===== src/rtl/flash_guard_pkg.sv =====
package flash_guard_pkg;

  typedef enum logic [1:0] {OP_ERASE, OP_PROG, OP_LOCK} op_kind_e;
  typedef enum logic [1:0] {RD_ARRAY, RD_STATUS, RD_LOCK} rd_mode_e;

  localparam logic [7:0] CMD_ERASE    = 8'h20;
  localparam logic [7:0] CMD_PROG     = 8'h40;
  localparam logic [7:0] CMD_LOCKPROG = 8'h77;
  localparam logic [7:0] CMD_RDLOCK   = 8'h71;
  localparam logic [7:0] CMD_RDSTAT   = 8'h70;
  localparam logic [7:0] CMD_CLRSTAT  = 8'h50;
  localparam logic [7:0] CMD_RDARRAY  = 8'hFF;

  // One strobe per recognised command, already gated by readiness
  typedef struct packed {
    logic erase;
    logic prog;
    logic lockprog;
    logic clrstat;
    logic rdstat;
    logic rdlock;
    logic rdarray;
  } cmd_strb_t;

  // A block may be altered when the override is on or its lock bit is 1
  function automatic logic may_alter(input logic ovr, input logic lock_bit);
    return ovr | lock_bit;
  endfunction

  // Status byte layout: bit7 ready, bit5 erase error, bit4 program error
  function automatic logic [7:0] pack_status(input logic ready, input logic e_err,
                                             input logic p_err);
    return {ready, 1'b0, e_err, p_err, 4'b0000};
  endfunction

  function automatic logic [7:0] pack_lock(input logic bit_v);
    return {7'b0000000, bit_v};
  endfunction

endpackage


===== src/rtl/fg_cmd_dec.sv =====
module fg_cmd_dec
  import flash_guard_pkg::*;
(
  input  logic       cmd_we,
  input  logic [7:0] cmd_byte,
  input  logic       ready,
  output cmd_strb_t  strb
);

  cmd_strb_t s;

  always_comb begin
    s = '0;
    if (cmd_we) begin
      // status read is always honoured; everything else needs ready
      if (cmd_byte == CMD_RDSTAT) begin
        s.rdstat = 1'b1;
      end else if (ready) begin
        case (cmd_byte)
          CMD_ERASE:    s.erase    = 1'b1;
          CMD_PROG:     s.prog     = 1'b1;
          CMD_LOCKPROG: s.lockprog = 1'b1;
          CMD_CLRSTAT:  s.clrstat  = 1'b1;
          CMD_RDLOCK:   s.rdlock   = 1'b1;
          CMD_RDARRAY:  s.rdarray  = 1'b1;
          default:      s = '0;
        endcase
      end
    end
  end

  assign strb = s;

  // At most one command strobe per cycle
  always_comb begin
    assert_one_strobe_R12: assert ($onehot0(strb));
  end

endmodule


===== src/rtl/fg_lock_bank.sv =====
module fg_lock_bank #(
  parameter int NBLK  = 8,
  parameter int BLK_W = (NBLK > 1) ? $clog2(NBLK) : 1
) (
  input  logic             clk,
  input  logic             rst_n,
  input  logic             lock_en,
  input  logic [BLK_W-1:0] lock_blk,
  input  logic             unlock_en,
  input  logic [BLK_W-1:0] unlock_blk,
  input  logic [BLK_W-1:0] chk_blk,
  output logic             chk_bit,
  input  logic [BLK_W-1:0] rd_blk,
  output logic             rd_bit,
  output logic [NBLK-1:0]  lock_vec
);

  logic [NBLK-1:0] bits_q;

  for (genvar g = 0; g < NBLK; g++) begin : g_blk
    logic hit_lock, hit_unlock;
    assign hit_lock   = lock_en   && (lock_blk   == BLK_W'(g));
    assign hit_unlock = unlock_en && (unlock_blk == BLK_W'(g));
    always_ff @(posedge clk or negedge rst_n) begin
      if (!rst_n)          bits_q[g] <= 1'b1;
      else if (hit_lock)   bits_q[g] <= 1'b0;
      else if (hit_unlock) bits_q[g] <= 1'b1;
    end
  end

  assign chk_bit  = bits_q[chk_blk];
  assign rd_bit   = bits_q[rd_blk];
  assign lock_vec = bits_q;

  // Lock and unlock never target the same cycle (both come from one finishing op)
  always_comb begin
    if (rst_n) assert_no_dual_update_R6: assert (!(lock_en && unlock_en));
  end

endmodule


===== src/rtl/fg_op_timer.sv =====
module fg_op_timer #(
  parameter int CNT_W = 4
) (
  input  logic             clk,
  input  logic             rst_n,
  input  logic             start,
  input  logic [CNT_W-1:0] load,
  output logic             busy,
  output logic             done
);

  logic [CNT_W-1:0] cnt_q;
  logic             busy_q;

  assign done = busy_q && (cnt_q == '0);
  assign busy = busy_q;

  always_ff @(posedge clk or negedge rst_n) begin
    if (!rst_n) begin
      busy_q <= 1'b0;
      cnt_q  <= '0;
    end else if (start) begin
      busy_q <= 1'b1;
      cnt_q  <= load;
    end else if (done) begin
      busy_q <= 1'b0;
    end else if (busy_q) begin
      cnt_q <= cnt_q - 1'b1;
    end
  end

  // Busy persists until the count reaches zero
  assert_busy_holds_R9: assert property (@(posedge clk) disable iff (!rst_n)
    busy_q && !done |=> busy_q);

  // Busy only ends through the terminal count
  assert_busy_ends_on_done_R9: assert property (@(posedge clk) disable iff (!rst_n)
    $fell(busy_q) |-> $past(done));

  // A start is never issued while already busy
  assert_no_start_when_busy_R11: assert property (@(posedge clk) disable iff (!rst_n)
    busy_q |-> !start);

endmodule


===== src/rtl/fg_status.sv =====
module fg_status
  import flash_guard_pkg::*;
(
  input  logic       clk,
  input  logic       rst_n,
  input  logic       busy,
  input  logic       done,
  input  op_kind_e   done_kind,
  input  logic       done_fail,
  input  logic       refuse_erase,
  input  logic       refuse_prog,
  input  logic       clr,
  output logic [7:0] sr
);

  logic e_err_q, p_err_q;
  logic fail_erase, fail_prog;

  assign fail_erase = done && done_fail && (done_kind == OP_ERASE);
  assign fail_prog  = done && done_fail && (done_kind != OP_ERASE);

  always_ff @(posedge clk or negedge rst_n) begin
    if (!rst_n) begin
      e_err_q <= 1'b0;
      p_err_q <= 1'b0;
    end else if (clr) begin
      e_err_q <= 1'b0;
      p_err_q <= 1'b0;
    end else begin
      if (refuse_erase || fail_erase) e_err_q <= 1'b1;
      if (refuse_prog  || fail_prog)  p_err_q <= 1'b1;
    end
  end

  assign sr = pack_status(!busy, e_err_q, p_err_q);

  assert_clear_errors_R8: assert property (@(posedge clk) disable iff (!rst_n)
    clr |=> (sr[5:4] == 2'b00));

  assert_err_sticky_R10: assert property (@(posedge clk) disable iff (!rst_n)
    sr[5] && !clr |=> sr[5]);

  assert_refuse_sets_err_R4: assert property (@(posedge clk) disable iff (!rst_n)
    refuse_prog |=> sr[4]);

endmodule


===== src/rtl/flash_guard.sv =====
module flash_guard
  import flash_guard_pkg::*;
#(
  parameter int NBLK      = 8,
  parameter int BLK_W     = (NBLK > 1) ? $clog2(NBLK) : 1,
  parameter int ERASE_CYC = 12,
  parameter int PROG_CYC  = 5
) (
  input  logic             clk,
  input  logic             rst_n,
  input  logic             cmd_we,
  input  logic [7:0]       cmd_byte,
  input  logic [BLK_W-1:0] cmd_blk,
  input  logic             lock_ovr,
  input  logic             arr_fail,
  output logic [7:0]       rd_data,
  output logic             rdy
);

  localparam int MAX_CYC = (ERASE_CYC > PROG_CYC) ? ERASE_CYC : PROG_CYC;
  localparam int CNT_W   = $clog2(MAX_CYC + 1);

  cmd_strb_t        strb;
  logic             busy, op_done;
  logic             chk_bit, rd_bit;
  logic [NBLK-1:0]  lock_vec;
  logic [7:0]       sr;

  // internal events, named for the assertions
  logic             alter_ok, op_start, refuse_erase, refuse_prog;
  logic             ev_unlock, ev_lock;
  logic [CNT_W-1:0] load_val;

  op_kind_e         kind_q;
  logic [BLK_W-1:0] blk_q, rd_blk_q;
  logic             fail_q, ovr_q;
  rd_mode_e         mode_q;

  fg_cmd_dec u_dec (
    .cmd_we   (cmd_we),
    .cmd_byte (cmd_byte),
    .ready    (!busy),
    .strb     (strb)
  );

  assign alter_ok     = may_alter(lock_ovr, chk_bit);
  assign op_start     = ((strb.erase | strb.prog) & alter_ok) | strb.lockprog;
  assign refuse_erase = strb.erase & !alter_ok;
  assign refuse_prog  = strb.prog  & !alter_ok;
  assign load_val     = strb.erase ? CNT_W'(ERASE_CYC - 1) : CNT_W'(PROG_CYC - 1);

  always_ff @(posedge clk or negedge rst_n) begin
    if (!rst_n) begin
      kind_q <= OP_ERASE;
      blk_q  <= '0;
      fail_q <= 1'b0;
      ovr_q  <= 1'b0;
    end else if (op_start) begin
      kind_q <= strb.erase ? OP_ERASE : (strb.prog ? OP_PROG : OP_LOCK);
      blk_q  <= cmd_blk;
      fail_q <= arr_fail;
      ovr_q  <= lock_ovr;
    end
  end

  fg_op_timer #(.CNT_W(CNT_W)) u_timer (
    .clk   (clk),
    .rst_n (rst_n),
    .start (op_start),
    .load  (load_val),
    .busy  (busy),
    .done  (op_done)
  );

  assign ev_unlock = op_done && (kind_q == OP_ERASE) && !fail_q && ovr_q;
  assign ev_lock   = op_done && (kind_q == OP_LOCK)  && !fail_q;

  fg_lock_bank #(.NBLK(NBLK), .BLK_W(BLK_W)) u_locks (
    .clk        (clk),
    .rst_n      (rst_n),
    .lock_en    (ev_lock),
    .lock_blk   (blk_q),
    .unlock_en  (ev_unlock),
    .unlock_blk (blk_q),
    .chk_blk    (cmd_blk),
    .chk_bit    (chk_bit),
    .rd_blk     (rd_blk_q),
    .rd_bit     (rd_bit),
    .lock_vec   (lock_vec)
  );

  fg_status u_status (
    .clk          (clk),
    .rst_n        (rst_n),
    .busy         (busy),
    .done         (op_done),
    .done_kind    (kind_q),
    .done_fail    (fail_q),
    .refuse_erase (refuse_erase),
    .refuse_prog  (refuse_prog),
    .clr          (strb.clrstat),
    .sr           (sr)
  );

  always_ff @(posedge clk or negedge rst_n) begin
    if (!rst_n) begin
      mode_q   <= RD_ARRAY;
      rd_blk_q <= '0;
    end else if (strb.rdstat | strb.erase | strb.prog | strb.lockprog) begin
      mode_q <= RD_STATUS;
    end else if (strb.rdlock) begin
      mode_q   <= RD_LOCK;
      rd_blk_q <= cmd_blk;
    end else if (strb.rdarray) begin
      mode_q <= RD_ARRAY;
    end
  end

  always_comb begin
    case (mode_q)
      RD_STATUS: rd_data = sr;
      RD_LOCK:   rd_data = pack_lock(rd_bit);
      default:   rd_data = 8'h00;
    endcase
  end

  assign rdy = !busy;

  // Erase of a protected block without override: refused, stays ready, error shown
  assert_locked_erase_refused_R4: assert property (@(posedge clk) disable iff (!rst_n)
    cmd_we && (cmd_byte == CMD_ERASE) && rdy && !lock_ovr && !lock_vec[cmd_blk]
    |=> rdy && rd_data[5]);

  // Passing lock-program leaves the target block locked
  assert_lockprog_locks_R2: assert property (@(posedge clk) disable iff (!rst_n)
    ev_lock |=> !lock_vec[blk_q]);

  // Commands during busy (other than status read) change nothing
  assert_busy_ignores_R11: assert property (@(posedge clk) disable iff (!rst_n)
    cmd_we && (cmd_byte != CMD_RDSTAT) && !rdy && !op_done
    |=> $stable(lock_vec) && $stable(mode_q) && $stable(sr[5:4]));

  // A failed operation never changes a lock bit
  assert_fail_keeps_locks_R10: assert property (@(posedge clk) disable iff (!rst_n)
    op_done && fail_q |=> $stable(lock_vec));

endmodule


===== config.mk =====
export PLATFORM = sky130hd
export DESIGN_NAME = flash_guard
export DESIGN_NICKNAME = d
export VERILOG_FILES = /design/src/rtl/flash_guard_pkg.sv /design/src/rtl/fg_cmd_dec.sv /design/src/rtl/fg_lock_bank.sv /design/src/rtl/fg_op_timer.sv /design/src/rtl/fg_status.sv /design/src/rtl/flash_guard.sv
export SDC_FILE = /design/constraint.sdc
export NUM_CORES = 1
export LEC_CHECK = 0
export BUFFER_PORTS_ARGS = -buffer_cell sky130_fd_sc_hd__buf_2
export CORE_MARGIN = 4
export CORE_UTILIZATION = 56
export DETAILED_ROUTE_END_ITERATION = 16
export PLACE_DENSITY = 0.79
export SETUP_SLACK_MARGIN = 0.2
export SLEW_MARGIN = 20
export SYNTH_ARGS = -nofsm -noshare
export SYNTH_HDL_FRONTEND = slang
export SYNTH_SLANG_ARGS = --single-unit

===== constraint.sdc =====
create_clock -name clk -period 2.27 [get_ports clk]
set_input_delay 0.454 -clock clk [delete_from_list [all_inputs] [get_ports clk]]
set_output_delay 0.454 -clock clk [all_outputs]
set_load 0.02 [all_outputs]

==> out/results.tsv <==
stage	metric	value	unit
cells_and_area	fin nets	198	
detailed_routing	routed vias	1269	
critical_path	CP max FO	3	
yosys	sequential share of the synthesized area	42.8	%
grt	largest net degree at the start of global routing	28	
yosys	Post-synth EDFFs	0	
grt	first-pass GRT wire length	5.60	mm
timing	post-route clock period utilization	91.3	%
timing	Min Hold Slack	0.122	ns
timing	Achievable Freq	483	MHz
clocking	CTS root buf	clkbuf_4	
timing	Fin. Hold Viols	0	
cells_and_area	layout cell share with drive strength beyond 1	39.0	%
detailed_routing	metal2 WL	1.75	mm
run_status	status	finished, final reports clean	
floorplanning	row cnt	19	
detailed_routing	wl on met1	1.44	mm
placed_design	Post-DP Area	1770	um2
timing	setup TNS	0	ns
floorplanning	I/O pin cnt	25	
clocking	CTS tree	built	
detailed_routing	DR WL met3	187	um
critical_path	kind of critical path	flip-flop to output port	
power_and_ir_drop	leakage	0.810	nW
clocking	clock latency on the worst-skew pair	0.31	ns
timing	RSZ-0062 raised after global routing	true	
clocking	hold buffers post-CTS	0	
timing	worst slew pin tran	0.596	ns
power_and_ir_drop	Clk network pwr share	15.8	%
critical_path	endpoint class of the critical path	output port	
grt	GR Overflow Total	0	
grt	Total Routing Usage GR	20.2	%
clocking	H-Tree Depth	1	
power_and_ir_drop	Gate power share	33.2	%
timing	final worst slack	0.198	ns
power_and_ir_drop	sequential share of power	51.0	%
floorplanning	initial core utilization	58.5	%
flow_run	MaxCap Viol Count	0	
critical_path	CP bufs+invs	1	
critical_path	Worst Path Arrival	1.62	ns
cells_and_area	post-route cell area	1860	um2
critical_path	critical-path cell list	mux4_2 -> mux2i_1 -> nor3b_1 -> buf_2	
detailed_routing	DRT iter0 DRCs	75	
timing	Slew HR	60.3	%
power_and_ir_drop	total power	1.24	mW
floorplanning	Chip Height	61.5	um
placed_design	placed wire-length estimate	2.66	mm
detailed_routing	# DRC	0	
yosys	synthesized area per cell	11.0	um2
placed_design	Placer Congestion	0.816	
detailed_routing	ANT nets after route	0	
placed_design	buffers added on ports	20	
placed_design	pre-CTS WS	0.00851	ns
power_and_ir_drop	net switching power	428	uW
yosys	Yosys reg bits	27	
yosys	Post-Synthesis Cells	145	
critical_path	Critical Path Start Type	flip-flop	
detailed_routing	final WL	3.46	mm
critical_path	Req. time, crit path	1.82	ns
timing	Worst Skew	0.00401	ns
floorplanning	chip width	61.5	um
detailed_routing	top sig layer	met4	
detailed_routing	Avg Vias per Cell	6.10	
grt	initial antenna violation count	0	
power_and_ir_drop	Power Density	666	nW/um2
critical_path	Crit path max-delay family	multiplexers	
clocking	Sink Count	27	
clocking	CTS clk-pin slew, worst paths	0.13	ns
timing	final slew viol count	0	
critical_path	Slowest-stage cell, CP	mux4_2	
grt	number of global-route vias before repair	1276	
detailed_routing	TritonRoute pass-1 iters	4	
yosys	post-synthesis instance area	1600	um2
critical_path	CP peak stage delay	0.51	ns
critical_path	R2R setup slack	0.27	ns
yosys	synth warn	0	
timing	Setup Viol. Count Final	0	
floorplanning	full die area	3780	um2
cells_and_area	Layout area overhead	16.2	%
min_path	Hold Crit Class	primary input to asynchronous set/reset pin	
cells_and_area	# diodes	0	
power_and_ir_drop	Int Power	810	uW
power_and_ir_drop	VDD IR-drop max	0.647	mV
yosys	Synth Flop Type	dfrtp_1	
power_and_ir_drop	Sw Share	34.6	%
yosys	fraction of registers with async set/reset	100	%
yosys	count of cell types in the netlist	47	
clocking	cts bufs inserted	3	
detailed_routing	drt wl/cell	16.6	um
timing	min Tclk post-route	2.07	ns
floorplanning	Core Area	2730	um2
clocking	Clock Tree Buf Depth	2	
-- registers in the layout (all words and copies together), names as in the netlist --
signal	flops
ovr_q	1
mode_q	2
rd_blk_q	3
u_status.e_err_q	1
kind_q	2
u_locks.lock_vec	8
u_timer.cnt_q	4
u_timer.busy	1
fail_q	1
u_status.p_err_q	1
blk_q	3
-- power groups by stage --
stage                     Sequential (mW)  Combinational [mW]  Clock, mW
after floorplan                     0.602               0.269          0
after global placement              0.623               0.341          0
after detailed placement            0.630               0.367          0
after CTS                           0.622               0.370      0.204
after global routing                0.639               0.459      0.225
final                               0.631               0.411      0.196
-- synth_stat cells (all sizes together), types with 2 or more instances --
cell type	n	area (um2)
or3b	3	26.3
ha	4	50.1
o21ai	3	15.0
nand2	4	15.0
dfrtp	19	475
mux2i	5	50.1
nor4	5	46.3
mux2	9	120
nor2	4	15.0
and2	2	12.5
nor4b	3	32.5
or4	3	22.5
inv	8	30.0
nand2b	3	18.8
buf	7	51.3
a21oi	14	70.1
a21o	2	15.0
nor3b	2	15.0
mux4	3	67.6
nand3	3	15.0
nor2b	4	25.0
a31oi	7	43.8
dfstp	8	210
nor3	3	15.0
-- cell families (layout without fill, tap and decap cells) --
| group | count (synthesis) | in the layout | share of synthesized area (%) |
|---|---|---|---|
| buffers and inverters | 16 | 45 | 5.32 |
| XOR/XNOR | 2 | 2 | 1.09 |
| AO/OA/AOI/OAI | 34 | 34 | 13.7 |
| flip-flops | 27 | 27 | 42.8 |
| multiplexers | 17 | 17 | 14.9 |
| other | 1 | 4 | 0.234 |
| AND/OR/NAND/NOR | 44 | 44 | 18.8 |
| adder cells (fa/ha/maj) | 4 | 4 | 3.13 |
-- stage by stage --
| stage | instances | util [%] |
|---|---|---|
| after floorplan | 148 | - |
| after global placement | 201 | 64.9 |
| after detailed placement | 201 | 64.9 |
| after CTS | 205 | 66.1 |
| after global routing | 208 | 68.0 |
| final | 208 | 68.0 |
-- cell usage in the layout, fill, tap and decap left out, types with 2 or more instances in the layout --
| cell type | n |
|---|---|
| buf_2 | 20 |
| conb_1 | 4 |
| nor4_1 | 2 |
| a21o_1 | 2 |
| or3b_2 | 2 |
| mux2_4 | 5 |
| dfrtp_1 | 18 |
| inv_1 | 8 |
| nand2b_1 | 3 |
| ha_1 | 4 |
| mux2_2 | 4 |
| clkbuf_4 | 3 |
| nor2_1 | 4 |
| nor3b_1 | 2 |
| dfstp_2 | 8 |
| or4_1 | 2 |
| o21ai_0 | 2 |
| nor2b_1 | 4 |
| mux4_2 | 3 |
| nor3_1 | 3 |
| nor4_2 | 2 |
| nor4b_1 | 2 |
| nand2_1 | 4 |
| nand3_1 | 3 |
| and2_1 | 2 |
| a21oi_1 | 14 |
| mux2i_1 | 5 |
| a31oi_1 | 7 |
| buf_4 | 12 |
-- worst paths after layout --
path | from | end | cells past startpoint
max in group asynchronous | rst_n | u_timer.busy | 1
min in group clk | arr_fail | fail_q | 2
worst min-delay path | rst_n | u_timer.cnt_q[3] | 1
worst max-delay path | rd_blk_q[0] | rd_data[0] | 4
worst max register to register | u_timer.busy | blk_q[0] | 5
worst min register to register | ovr_q | ovr_q | 1
-- cell type report --
type | instances | area (um2)
clock buffers | 3 | 22.5
clock inverters | 1 | 5.00
fillers | 204 | 875
inverters | 8 | 30.0
multi-input cells | 105 | 875
flip-flops and latches | 27 | 687
well taps | 31 | 38.8
repair buffers | 33 | 201
-- what timing repair did --
| item | CTS | global route |
|---|---|---|
| pin swaps | 0 | 2 |
| setup buffers | 0 | 3 |
| resized for setup | 2 | 5 |
| setup endpoints to repair | 6 | 14 |
-- per-layer routing --
metal  global-route usage [%]  vias up
met5                        0        -
met2                     36.0       39
met3                     3.98       10
met4                     9.09        0
met1                     23.3      616
li1                         -      604
(Power assumes the default switching activity.)
